$ cat src/rtl/cbd_pkg.sv
package cbd_pkg;
  localparam int unsigned Q_MOD   = 3329;
  localparam int unsigned COEF_W  = 12;
  localparam int unsigned ETA_MAX = 3;
  localparam int unsigned GRP_W   = 2 * ETA_MAX;       // bits per coefficient, eta=3
  localparam int unsigned GRP2_W  = 2 * (ETA_MAX - 1); // bits per coefficient, eta=2

  // ones in a 3-bit field
  function automatic logic [1:0] ones3(input logic [2:0] v);
    return {1'b0, v[0]} + {1'b0, v[1]} + {1'b0, v[2]};
  endfunction

  // one binomial coefficient from a group of stream bits, reduced mod Q_MOD
  function automatic logic [COEF_W-1:0] cbd_coef(input logic [GRP_W-1:0] grp,
                                                 input logic eta3);
    logic [1:0] a, b;
    a = eta3 ? ones3(grp[2:0]) : ones3({1'b0, grp[1:0]});
    b = eta3 ? ones3(grp[5:3]) : ones3({1'b0, grp[3:2]});
    if (a >= b) return COEF_W'(a - b);
    return COEF_W'(Q_MOD) - COEF_W'(b - a);
  endfunction
endpackage

$ cat src/rtl/cbd_gearbox.sv
module cbd_gearbox #(
  parameter int IN_W     = 32,
  parameter int BUF_W    = 2 * IN_W,
  parameter int TAKE_MAX = 24,
  localparam int CNT_W   = $clog2(BUF_W + 1)
) (
  input  logic                clk,
  input  logic                rst_n,
  input  logic [IN_W-1:0]     s_data,
  input  logic                s_valid,
  output logic                s_ready,
  input  logic [CNT_W-1:0]    need,
  input  logic                pop,
  output logic                have,
  output logic [TAKE_MAX-1:0] window,
  output logic [CNT_W-1:0]    fill
);
  logic [BUF_W-1:0] bits_q, shifted, merged;
  logic [CNT_W-1:0] fill_q, left, fill_d;
  logic             push;

  assign s_ready = fill_q <= CNT_W'(BUF_W - IN_W);
  assign push    = s_valid && s_ready;
  assign have    = fill_q >= need;
  assign window  = bits_q[TAKE_MAX-1:0];
  assign fill    = fill_q;

  always_comb begin
    shifted = pop ? (bits_q >> need) : bits_q;
    left    = pop ? (fill_q - need) : fill_q;
    merged  = shifted;
    fill_d  = left;
    if (push) begin
      merged = shifted | ({{(BUF_W-IN_W){1'b0}}, s_data} << left);
      fill_d = left + CNT_W'(IN_W);
    end
  end

  always_ff @(posedge clk) begin
    if (!rst_n) begin
      bits_q <= '0;
      fill_q <= '0;
    end else begin
      bits_q <= merged;
      fill_q <= fill_d;
    end
  end
endmodule

$ cat src/rtl/cbd_lanes.sv
module cbd_lanes
  import cbd_pkg::*;
#(
  parameter int LANES = 4,
  localparam int WIN_W = LANES * GRP_W
) (
  input  logic [WIN_W-1:0]        window,
  input  logic                    eta3,
  output logic [LANES*COEF_W-1:0] coefs
);
  for (genvar k = 0; k < LANES; k++) begin : g_lane
    logic [GRP_W-1:0] grp;
    assign grp = eta3 ? window[GRP_W*k +: GRP_W]
                      : {{(GRP_W-GRP2_W){1'b0}}, window[GRP2_W*k +: GRP2_W]};
    assign coefs[COEF_W*k +: COEF_W] = cbd_coef(grp, eta3);
  end
endmodule

$ cat src/rtl/cbd_skid.sv
module cbd_skid #(
  parameter int W     = 49,
  parameter int DEPTH = 2,
  localparam int PW   = (DEPTH > 1) ? $clog2(DEPTH) : 1,
  localparam int LW   = $clog2(DEPTH + 1)
) (
  input  logic          clk,
  input  logic          rst_n,
  input  logic          in_valid,
  input  logic [W-1:0]  in_data,
  output logic          room,
  output logic          out_valid,
  output logic [W-1:0]  out_data,
  input  logic          out_ready,
  output logic [LW-1:0] level
);
  logic [W-1:0]  mem [DEPTH];
  logic [PW-1:0] rd_q, wr_q;
  logic [LW-1:0] cnt_q;
  logic          wr, rd;

  assign room      = cnt_q < LW'(DEPTH);
  assign out_valid = cnt_q != '0;
  assign out_data  = mem[rd_q];
  assign level     = cnt_q;
  assign wr        = in_valid && room;
  assign rd        = out_valid && out_ready;

  always_ff @(posedge clk) begin
    if (wr) mem[wr_q] <= in_data;
  end

  always_ff @(posedge clk) begin
    if (!rst_n) begin
      rd_q  <= '0;
      wr_q  <= '0;
      cnt_q <= '0;
    end else begin
      if (wr) wr_q <= (wr_q == PW'(DEPTH - 1)) ? '0 : wr_q + 1'b1;
      if (rd) rd_q <= (rd_q == PW'(DEPTH - 1)) ? '0 : rd_q + 1'b1;
      cnt_q <= cnt_q + LW'(wr) - LW'(rd);
    end
  end
endmodule

$ cat src/rtl/cbd_sampler.sv
module cbd_sampler
  import cbd_pkg::*;
#(
  parameter int IN_W   = 32,
  parameter int LANES  = 4,
  parameter int N_COEF = 256,
  parameter int QDEPTH = 2
) (
  input  logic                    clk,
  input  logic                    rst_n,
  input  logic                    is_eta3,
  input  logic [IN_W-1:0]         s_axis_tdata,
  input  logic                    s_axis_tvalid,
  output logic                    s_axis_tready,
  output logic [LANES*COEF_W-1:0] m_axis_tdata,
  output logic                    m_axis_tvalid,
  input  logic                    m_axis_tready,
  output logic                    m_axis_tlast
);
  localparam int BUF_W    = 2 * IN_W;
  localparam int TAKE_MAX = LANES * GRP_W;
  localparam int CNT_W    = $clog2(BUF_W + 1);
  localparam int BEATS    = N_COEF / LANES;
  localparam int BEAT_W   = $clog2(BEATS);
  localparam int OUT_W    = LANES * COEF_W;
  localparam int QL_W     = $clog2(QDEPTH + 1);

  logic [CNT_W-1:0]    need, gear_fill;
  logic [TAKE_MAX-1:0] window;
  logic                have, q_room, beat_fire, beat_last;
  logic [OUT_W-1:0]    coefs;
  logic [BEAT_W-1:0]   beat_idx;
  logic [QL_W-1:0]     q_level;

  assign need      = is_eta3 ? CNT_W'(LANES * GRP_W) : CNT_W'(LANES * GRP2_W);
  assign beat_fire = have && q_room;
  assign beat_last = beat_idx == BEAT_W'(BEATS - 1);

  cbd_gearbox #(.IN_W(IN_W), .BUF_W(BUF_W), .TAKE_MAX(TAKE_MAX)) u_gear (
    .clk(clk), .rst_n(rst_n),
    .s_data(s_axis_tdata), .s_valid(s_axis_tvalid), .s_ready(s_axis_tready),
    .need(need), .pop(beat_fire), .have(have), .window(window), .fill(gear_fill)
  );

  cbd_lanes #(.LANES(LANES)) u_lanes (
    .window(window), .eta3(is_eta3), .coefs(coefs)
  );

  always_ff @(posedge clk) begin
    if (!rst_n)         beat_idx <= '0;
    else if (beat_fire) beat_idx <= beat_last ? '0 : beat_idx + 1'b1;
  end

  cbd_skid #(.W(OUT_W + 1), .DEPTH(QDEPTH)) u_skid (
    .clk(clk), .rst_n(rst_n),
    .in_valid(beat_fire), .in_data({beat_last, coefs}), .room(q_room),
    .out_valid(m_axis_tvalid), .out_data({m_axis_tlast, m_axis_tdata}),
    .out_ready(m_axis_tready), .level(q_level)
  );
endmodule

$ cat config.mk
export PLATFORM = sky130hd
export DESIGN_NAME = cbd_sampler
export DESIGN_NICKNAME = d
export VERILOG_FILES = /design/src/rtl/cbd_pkg.sv /design/src/rtl/cbd_gearbox.sv /design/src/rtl/cbd_lanes.sv /design/src/rtl/cbd_skid.sv /design/src/rtl/cbd_sampler.sv
export SDC_FILE = /design/constraint.sdc
export NUM_CORES = 1
export LEC_CHECK = 0
export ABC_AREA = 1
export CORE_MARGIN = 2
export CORE_UTILIZATION = 60
export DETAILED_ROUTE_END_ITERATION = 10
export DONT_BUFFER_PORTS = 1
export GPL_ROUTABILITY_DRIVEN = 1
export PLACE_DENSITY = 0.86
export RECOVER_POWER = 100
export SLEW_MARGIN = 40
export SYNTH_ARGS = -nofsm -noshare
export SYNTH_HDL_FRONTEND = slang
export SYNTH_SLANG_ARGS = --single-unit
$ cat constraint.sdc
create_clock -name clk -period 5.2 [get_ports clk]
set_input_delay 0.78 -clock clk [delete_from_list [all_inputs] [get_ports clk]]
set_output_delay 0.78 -clock clk [all_outputs]
set_load 0.05 [all_outputs]
==> impl_metrics.csv, run 1 <==
group,metric,value,unit
synth,synth_ff_type,"dfxtp_1",
clock_network,cts_tree,"yes",
die,core_area,13830,µm²
synth,yosys.area_share.simple,0.2281,
timing,report.final.slew_viol_count,68,
layout,post_route_cells_drive_above_1_share,0.04658,
worst_setup_path,worst_path_largest_cell_delay,1.47,ns
worst_setup_path,slowest_stage,"mux2_1",
timing,rsz0062_at_grt,"false",
detailed_routing,firstDrtPassIters,6,
synth,synthTopCellsByArea,"edfxtp_1 21%, dfxtp_1 19%, nand2_1 11%",
worst_setup_path,worst-path-buf-inv,1,
die,start_util,0.6141,
synth,yosys.area.top_type,"edfxtp_1",
synth,yosys_warnings,0,
worst_hold_path,min-delay-start,"rst_n",
worst_setup_path,r2r_slack,1.52,ns
timing,hold_viol,0,
synth,syn-instance-count,1093,
synth,synth_compound_area_frac,0.1413,
layout,ff_latch_area,3323,µm²
timing,setup_viol,0,
synth,synth_top_area_share,0.2051,
worst_setup_path,cp-end-kind,"primary output",
synth,async_flop_share,0,
detailed_routing,via_count,6959,
synth,synth_xor_area_frac,0.006189,
synth,yosysUniqueCellTypes,37,
status,failed_checks,"capacitance limit, slew limit",
die,num_io_pins,88,
synth,synth_edf_count,58,
grt,grt_overflow,0,
layout,diodes,0,
worst_hold_path,hold_depth,2,
detailed_routing,detail-route-antenna-nets,0,
synth,synthTopCellsByCount,"250 x nand2_1, 112 x inv_1, 112 x nand3_1",
grt,antenna_found_initial,0,
clock_network,cts_resized,0,
clock_network,post-cts-setup-buffers,0,
synth,syn_area,8491,µm²
detailed_routing,routed_via_density,5.649,
synth,syn_nets,1179,
die,die_w,123.0,µm
die,dieHeight,123.0,µm
worst_setup_path,rr_worst_depth,13,
synth,syn_avg_cell_area,7.768,µm²
grt,grt_start_max_net_pins,100,
detailed_routing,initialDrtViolationCount,688,
worst_setup_path,crit_family,"multiplexers",
clock_network,cts_buffers,17,
layout,multi_input_area,4242,µm²
synth,yosysMostFrequentCell,"nand2_1",
worst_setup_path,cp_max_fo,15,
worst_setup_path,worst-setup-path-type,"reg2out",
placement,gp_congestion,0.8737,
clock_network,cts_root_buf,"clkbuf_16",
worst_setup_path,timing.rr.end,"u_gear.bits_q[36]",
grt,grtUsageTotal,0.2605,
synth,synth_top_family_by_area,"simple AND/OR/NAND/NOR gates",
placement,io_buffers,0,
synth,ys_ff_latch,137,
die,placementRows,43,
timing,fin_tns_setup,0,ns
detailed_routing,wire_per_inst,15.23,µm
worst_setup_path,start_kind,"register",
synth,synthAdderAreaFrac,0.08635,
worst_hold_path,hold_path_class,"in2reg",
detailed_routing,remaining_drc_errors,0,
worst_setup_path,crit_required,4.42,ns
grt,grt_pass1_wl,30830,µm
placement,dp_hpwl,12580,µm
detailed_routing,routed_wl,18760,µm
timing,period_minus_slack,4.072,ns
layout,nNetsFinal,1125,
worst_setup_path,critPathArrivalTime,3.29,ns
run,max_cap_violations,6,
clock_network,htreeDepth,4,
layout,synthToLayoutAreaGrowth,5.246,%
timing,slew_headroom,-0.1983,
timing,finClkSkew,0.007070,ns
clock_network,clk_pin_slew_worst_paths,0.06,ns
grt,grt_pass1_vias,6354,
layout,fillers,1160,
status,outcome,"finished, violations left",
timing,period_share,0.7831,
synth,synth_mux_area_frac,0.04111,
worst_setup_path,r2r-start,"u_gear.fill[3]",
die,dieArea,15120,µm²
clock_network,hold_buffers,0,
clock_network,clkLatencyLatePin,0.43,ns
worst_setup_path,crit_path_cell_trace,"mux2_1 -> clkbuf_1",
timing,worst_pin_slew,1.798,ns
synth,synth-seq-area-share,0.3914,
worst_hold_path,hold_path_end,"u_skid.level[0]",
clock_network,clock_path_buffers,2,
timing,fmax,0.2456,GHz
clock_network,numClockSinks,137,
## layer usage
layer / GRT usage / part of all wire / vias to the layer above
met5: 0 / 0 / -
met4: 0.09914 / 0.017 / 0
met3: 0.05304 / 0.081 / 28
met2: 0.3943 / 0.45 / 266
met1: 0.3687 / 0.45 / 3178
li1: - / - / 3487
## worst reg2reg max path: stages (launching register included)
cell and delay, ns:
dfxtp_1 0.32, inv_1 0.09, ha_1 0.16, inv_1 0.05
ha_1 0.19, nor2_1 0.10, nand3_1 0.28, nand2_8 0.33
nand2_1 0.28, nand2_1 0.98, nand3_1 0.34, a21oi_1 0.24
nand2_1 0.10, a21oi_1 0.14
## kinds of logic (layout without fill, tap and decap cells)
family                   Yosys count  after routing
AO/OA/AOI/OAI                    219            219
XOR/XNOR                           6              6
adder cells (fa/ha/maj)           49             49
buffers and inverters            200            159
flip-flops                       137            137
multiplexers                      31             31
AND/OR/NAND/NOR                  451            451
## how the worst max path moves through the flow
| stage | end | cells after the start |
|---|---|---|
| final | m_axis_tdata[16] | 2 |
| after global routing | m_axis_tdata[16] | 2 |
| after CTS | u_skid.mem[0][26] | 12 |
| after detailed placement | u_skid.mem[0][26] | 12 |
| after global placement | u_skid.mem[0][26] | 12 |
| after floorplan | u_skid.mem[0][14] | 12 |
## state kept, by name (all words and copies together) (netlist names), named ones only
| signal | cells |
|---|---|
| u_skid.level | 2 |
| u_gear.bits_q | 64 |
| u_skid.rd_q | 1 |
| u_skid.mem | 58 |
| beat_idx | 6 |
| u_gear.fill | 4 |
| u_skid.wr_q | 1 |
## per-stage QoR
stage | area [µm²] | util | std cells | setup WS, ns | hold WS, ns
2_1_floorplan | 8491 | - | 1093 | 1.260 | 0.4217
4_1_cts | 9017 | 0.6522 | 1232 | 1.914 | 0.4325
6_report | 8936 | 0.6463 | 1232 | 1.128 | 0.4501
3_5_place_dp | 8362 | 0.6047 | 1200 | 1.471 | 0.4485
3_3_place_gp | 8339 | 0.6031 | 1200 | 1.566 | 0.4346
5_1_grt | 8936 | 0.6463 | 1232 | 0.9717 | 0.4378
## cell usage in the layout (no fill, tap or decap), types with 2 or more instances in the layout
cell and instances:
dfxtp_1 79, mux2_2 3, nand2_1 252, buf_4 2, or2_2 2, clkinv_1 3
nand3_1 113, a21oi_1 88, o21a_1 12, xor2_1 6, nor2_2 2, o21ai_1 2
nand2_2 3, clkbuf_1 8, nand3b_1 2, nor3_1 3, inv_1 114, fa_1 16
o21ai_0 91, edfxtp_1 58, clkbuf_16 17, inv_4 2, bufinv_16 6, ha_1 33
o211ai_1 24, nor2_1 68, clkinv_2 3, mux2_1 28
## cell type report
class,count,area share
Clock buffer,18,0.04803
Clock inverter,14,0.02534
Inverter,118,0.05027
Multi-Input combinational cell,756,0.4747
Sequential cell,137,0.3719
Tap cell,180,0.02520
Timing Repair Buffer,9,0.004621
Power of run 1 is left out: the tool's default activity adds up to more than one toggle a clock period on the data nets, which glitch-free logic cannot reach.
==> run 2: changes to the inputs <==
Clock period 5.2 ns to 4.2 ns, I/O delays scaled along.
==> impl_metrics.csv, run 2 (synthesis results as in run 1) <==
group,metric,value,unit
status,outcome,"finished, violations left",
status,failed_checks,"capacitance limit, slew limit",
worst_setup_path,cp_max_fo,82,
clock_network,numClockSinks,137,
worst_setup_path,r2r_slack,0.94,ns
die,placementRows,43,
clock_network,cts_tree,"yes",
detailed_routing,wire_per_inst,15.12,µm
clock_network,hold_buffers,0,
die,dieArea,15120,µm²
timing,hold_viol,0,
placement,io_buffers,0,
worst_setup_path,timing.rr.end,"u_skid.mem[1][35]",
timing,period_share,0.8159,
detailed_routing,routed_wl,18650,µm
grt,grt_start_max_net_pins,98,
detailed_routing,via_count,6958,
detailed_routing,routed_via_density,5.639,
worst_setup_path,r2r-start,"u_gear.fill[3]",
layout,synthToLayoutAreaGrowth,4.215,%
grt,grt_overflow,0,
clock_network,clk_pin_slew_worst_paths,0.06,ns
timing,worst_pin_slew,1.713,ns
worst_setup_path,crit_required,4.46,ns
grt,antenna_found_initial,0,
worst_setup_path,cp-end-kind,"register",
worst_setup_path,worst-setup-path-type,"in2reg",
layout,top_register,"u_gear.bits_q",
die,num_io_pins,88,
layout,diodes,0,
layout,final_cell_area,8848,µm²
detailed_routing,detail-route-antenna-nets,0,
die,die_w,123.0,µm
worst_hold_path,min-delay-start,"rst_n",
worst_hold_path,hold_path_class,"in2reg",
timing,report.final.slew_viol_count,61,
worst_setup_path,start_kind,"input port",
timing,finClkSkew,0.008958,ns
timing,setup_viol,0,
layout,fillers,1193,
layout,mostFrequentLayoutCell,"nand2_1",
run,max_cap_violations,2,
grt,grt_pass1_vias,6474,
die,dieHeight,123.0,µm
detailed_routing,remaining_drc_errors,0,
placement,dp_hpwl,12610,µm
clock_network,cts_root_buf,"clkbuf_16",
clock_network,clkLatencyLatePin,0.44,ns
placement,placed_area,8366,µm²
layout,reg.largest.list,"u_gear.bits_q: 64 flops, u_skid.mem: 58 flops, beat_idx: 6 flops",
worst_setup_path,critPathArrivalTime,3.68,ns
die,core_area,13830,µm²
worst_setup_path,rr_worst_depth,9,
worst_hold_path,hold_depth,2,
layout,largest_reg_flops,64,
timing,rsz0062_at_grt,"false",
timing,slew_headroom,-0.1422,
worst_hold_path,hold_path_end,"u_skid.level[0]",
placement,gp_congestion,0.9051,
timing,holdWs,0.2890,ns
timing,fmax,0.2918,GHz
die,start_util,0.6141,
layout,mostFrequentLayoutCells,"252 x nand2_1, 114 x inv_1, 113 x nand3_1, 91 x o21ai_0, 88 x a21oi_1",
timing,period_minus_slack,3.427,ns
layout,final_util,0.6399,
detailed_routing,initialDrtViolationCount,711,
layout,post_route_cells_drive_above_1_share,0.05693,
grt,grt_pass1_wl,31310,µm
layout,nNetsFinal,1128,
clock_network,cts_buffers,17,
grt,grtUsageTotal,0.2647,
clock_network,post-cts-setup-buffers,0,
clock_network,htreeDepth,4,
detailed_routing,firstDrtPassIters,5,
timing,fin_tns_setup,0,ns
clock_network,cts_resized,0,
clock_network,clock_path_buffers,2,
## run 2: through the flow
step / instances / setup WS (ns)
6_report: 1234 / 0.7732
3_5_place_dp: 1203 / 0.6890
4_1_cts: 1234 / 1.150
2_1_floorplan: 1093 / 0.4104
5_1_grt: 1234 / 0.5585
3_3_place_gp: 1203 / 0.8250
## run 2: metal layers
layer | GRT usage | wire length, µm | vias to the layer above
met5 | 0 | 0 | -
met4 | 0.09770 | 367 | 0
met3 | 0.06919 | 1559 | 36
met2 | 0.4019 | 8442 | 282
met1 | 0.3647 | 8283 | 3146
li1 | - | - | 3494
## run 2: layout make-up
class                   count  area [µm²]  area share
repair buffers             12       68.82    0.007777
inverters                 118       447.9     0.05062
multi-input cells         756        4249      0.4802
well taps                 180       225.2     0.02545
clock buffers              17       425.4     0.04808
clock inverters            14       108.9     0.01230
flip-flops and latches    137        3323      0.3756
## run 2: worst max-delay path by stage
stage	start	end	slack, ns	depth (start not counted)
after floorplan	is_eta3	u_skid.mem[0][14]	0.41	12
after global placement	is_eta3	u_skid.mem[0][14]	0.82	9
after detailed placement	is_eta3	u_skid.mem[0][14]	0.69	9
after CTS	is_eta3	u_skid.mem[0][14]	1.15	9
after global routing	is_eta3	u_skid.mem[1][14]	0.56	9
final	is_eta3	u_skid.mem[0][14]	0.77	9
## run 2: worst max-delay path: stages
cell,delay [ns]
inv_1,0.55
o21ai_0,0.32
fa_1,0.46
or2_2,0.29
o21ai_0,0.20
inv_1,0.13
fa_1,0.61
ha_1,0.24
a21oi_1,0.22
Power of run 2 is left out for the same reason.
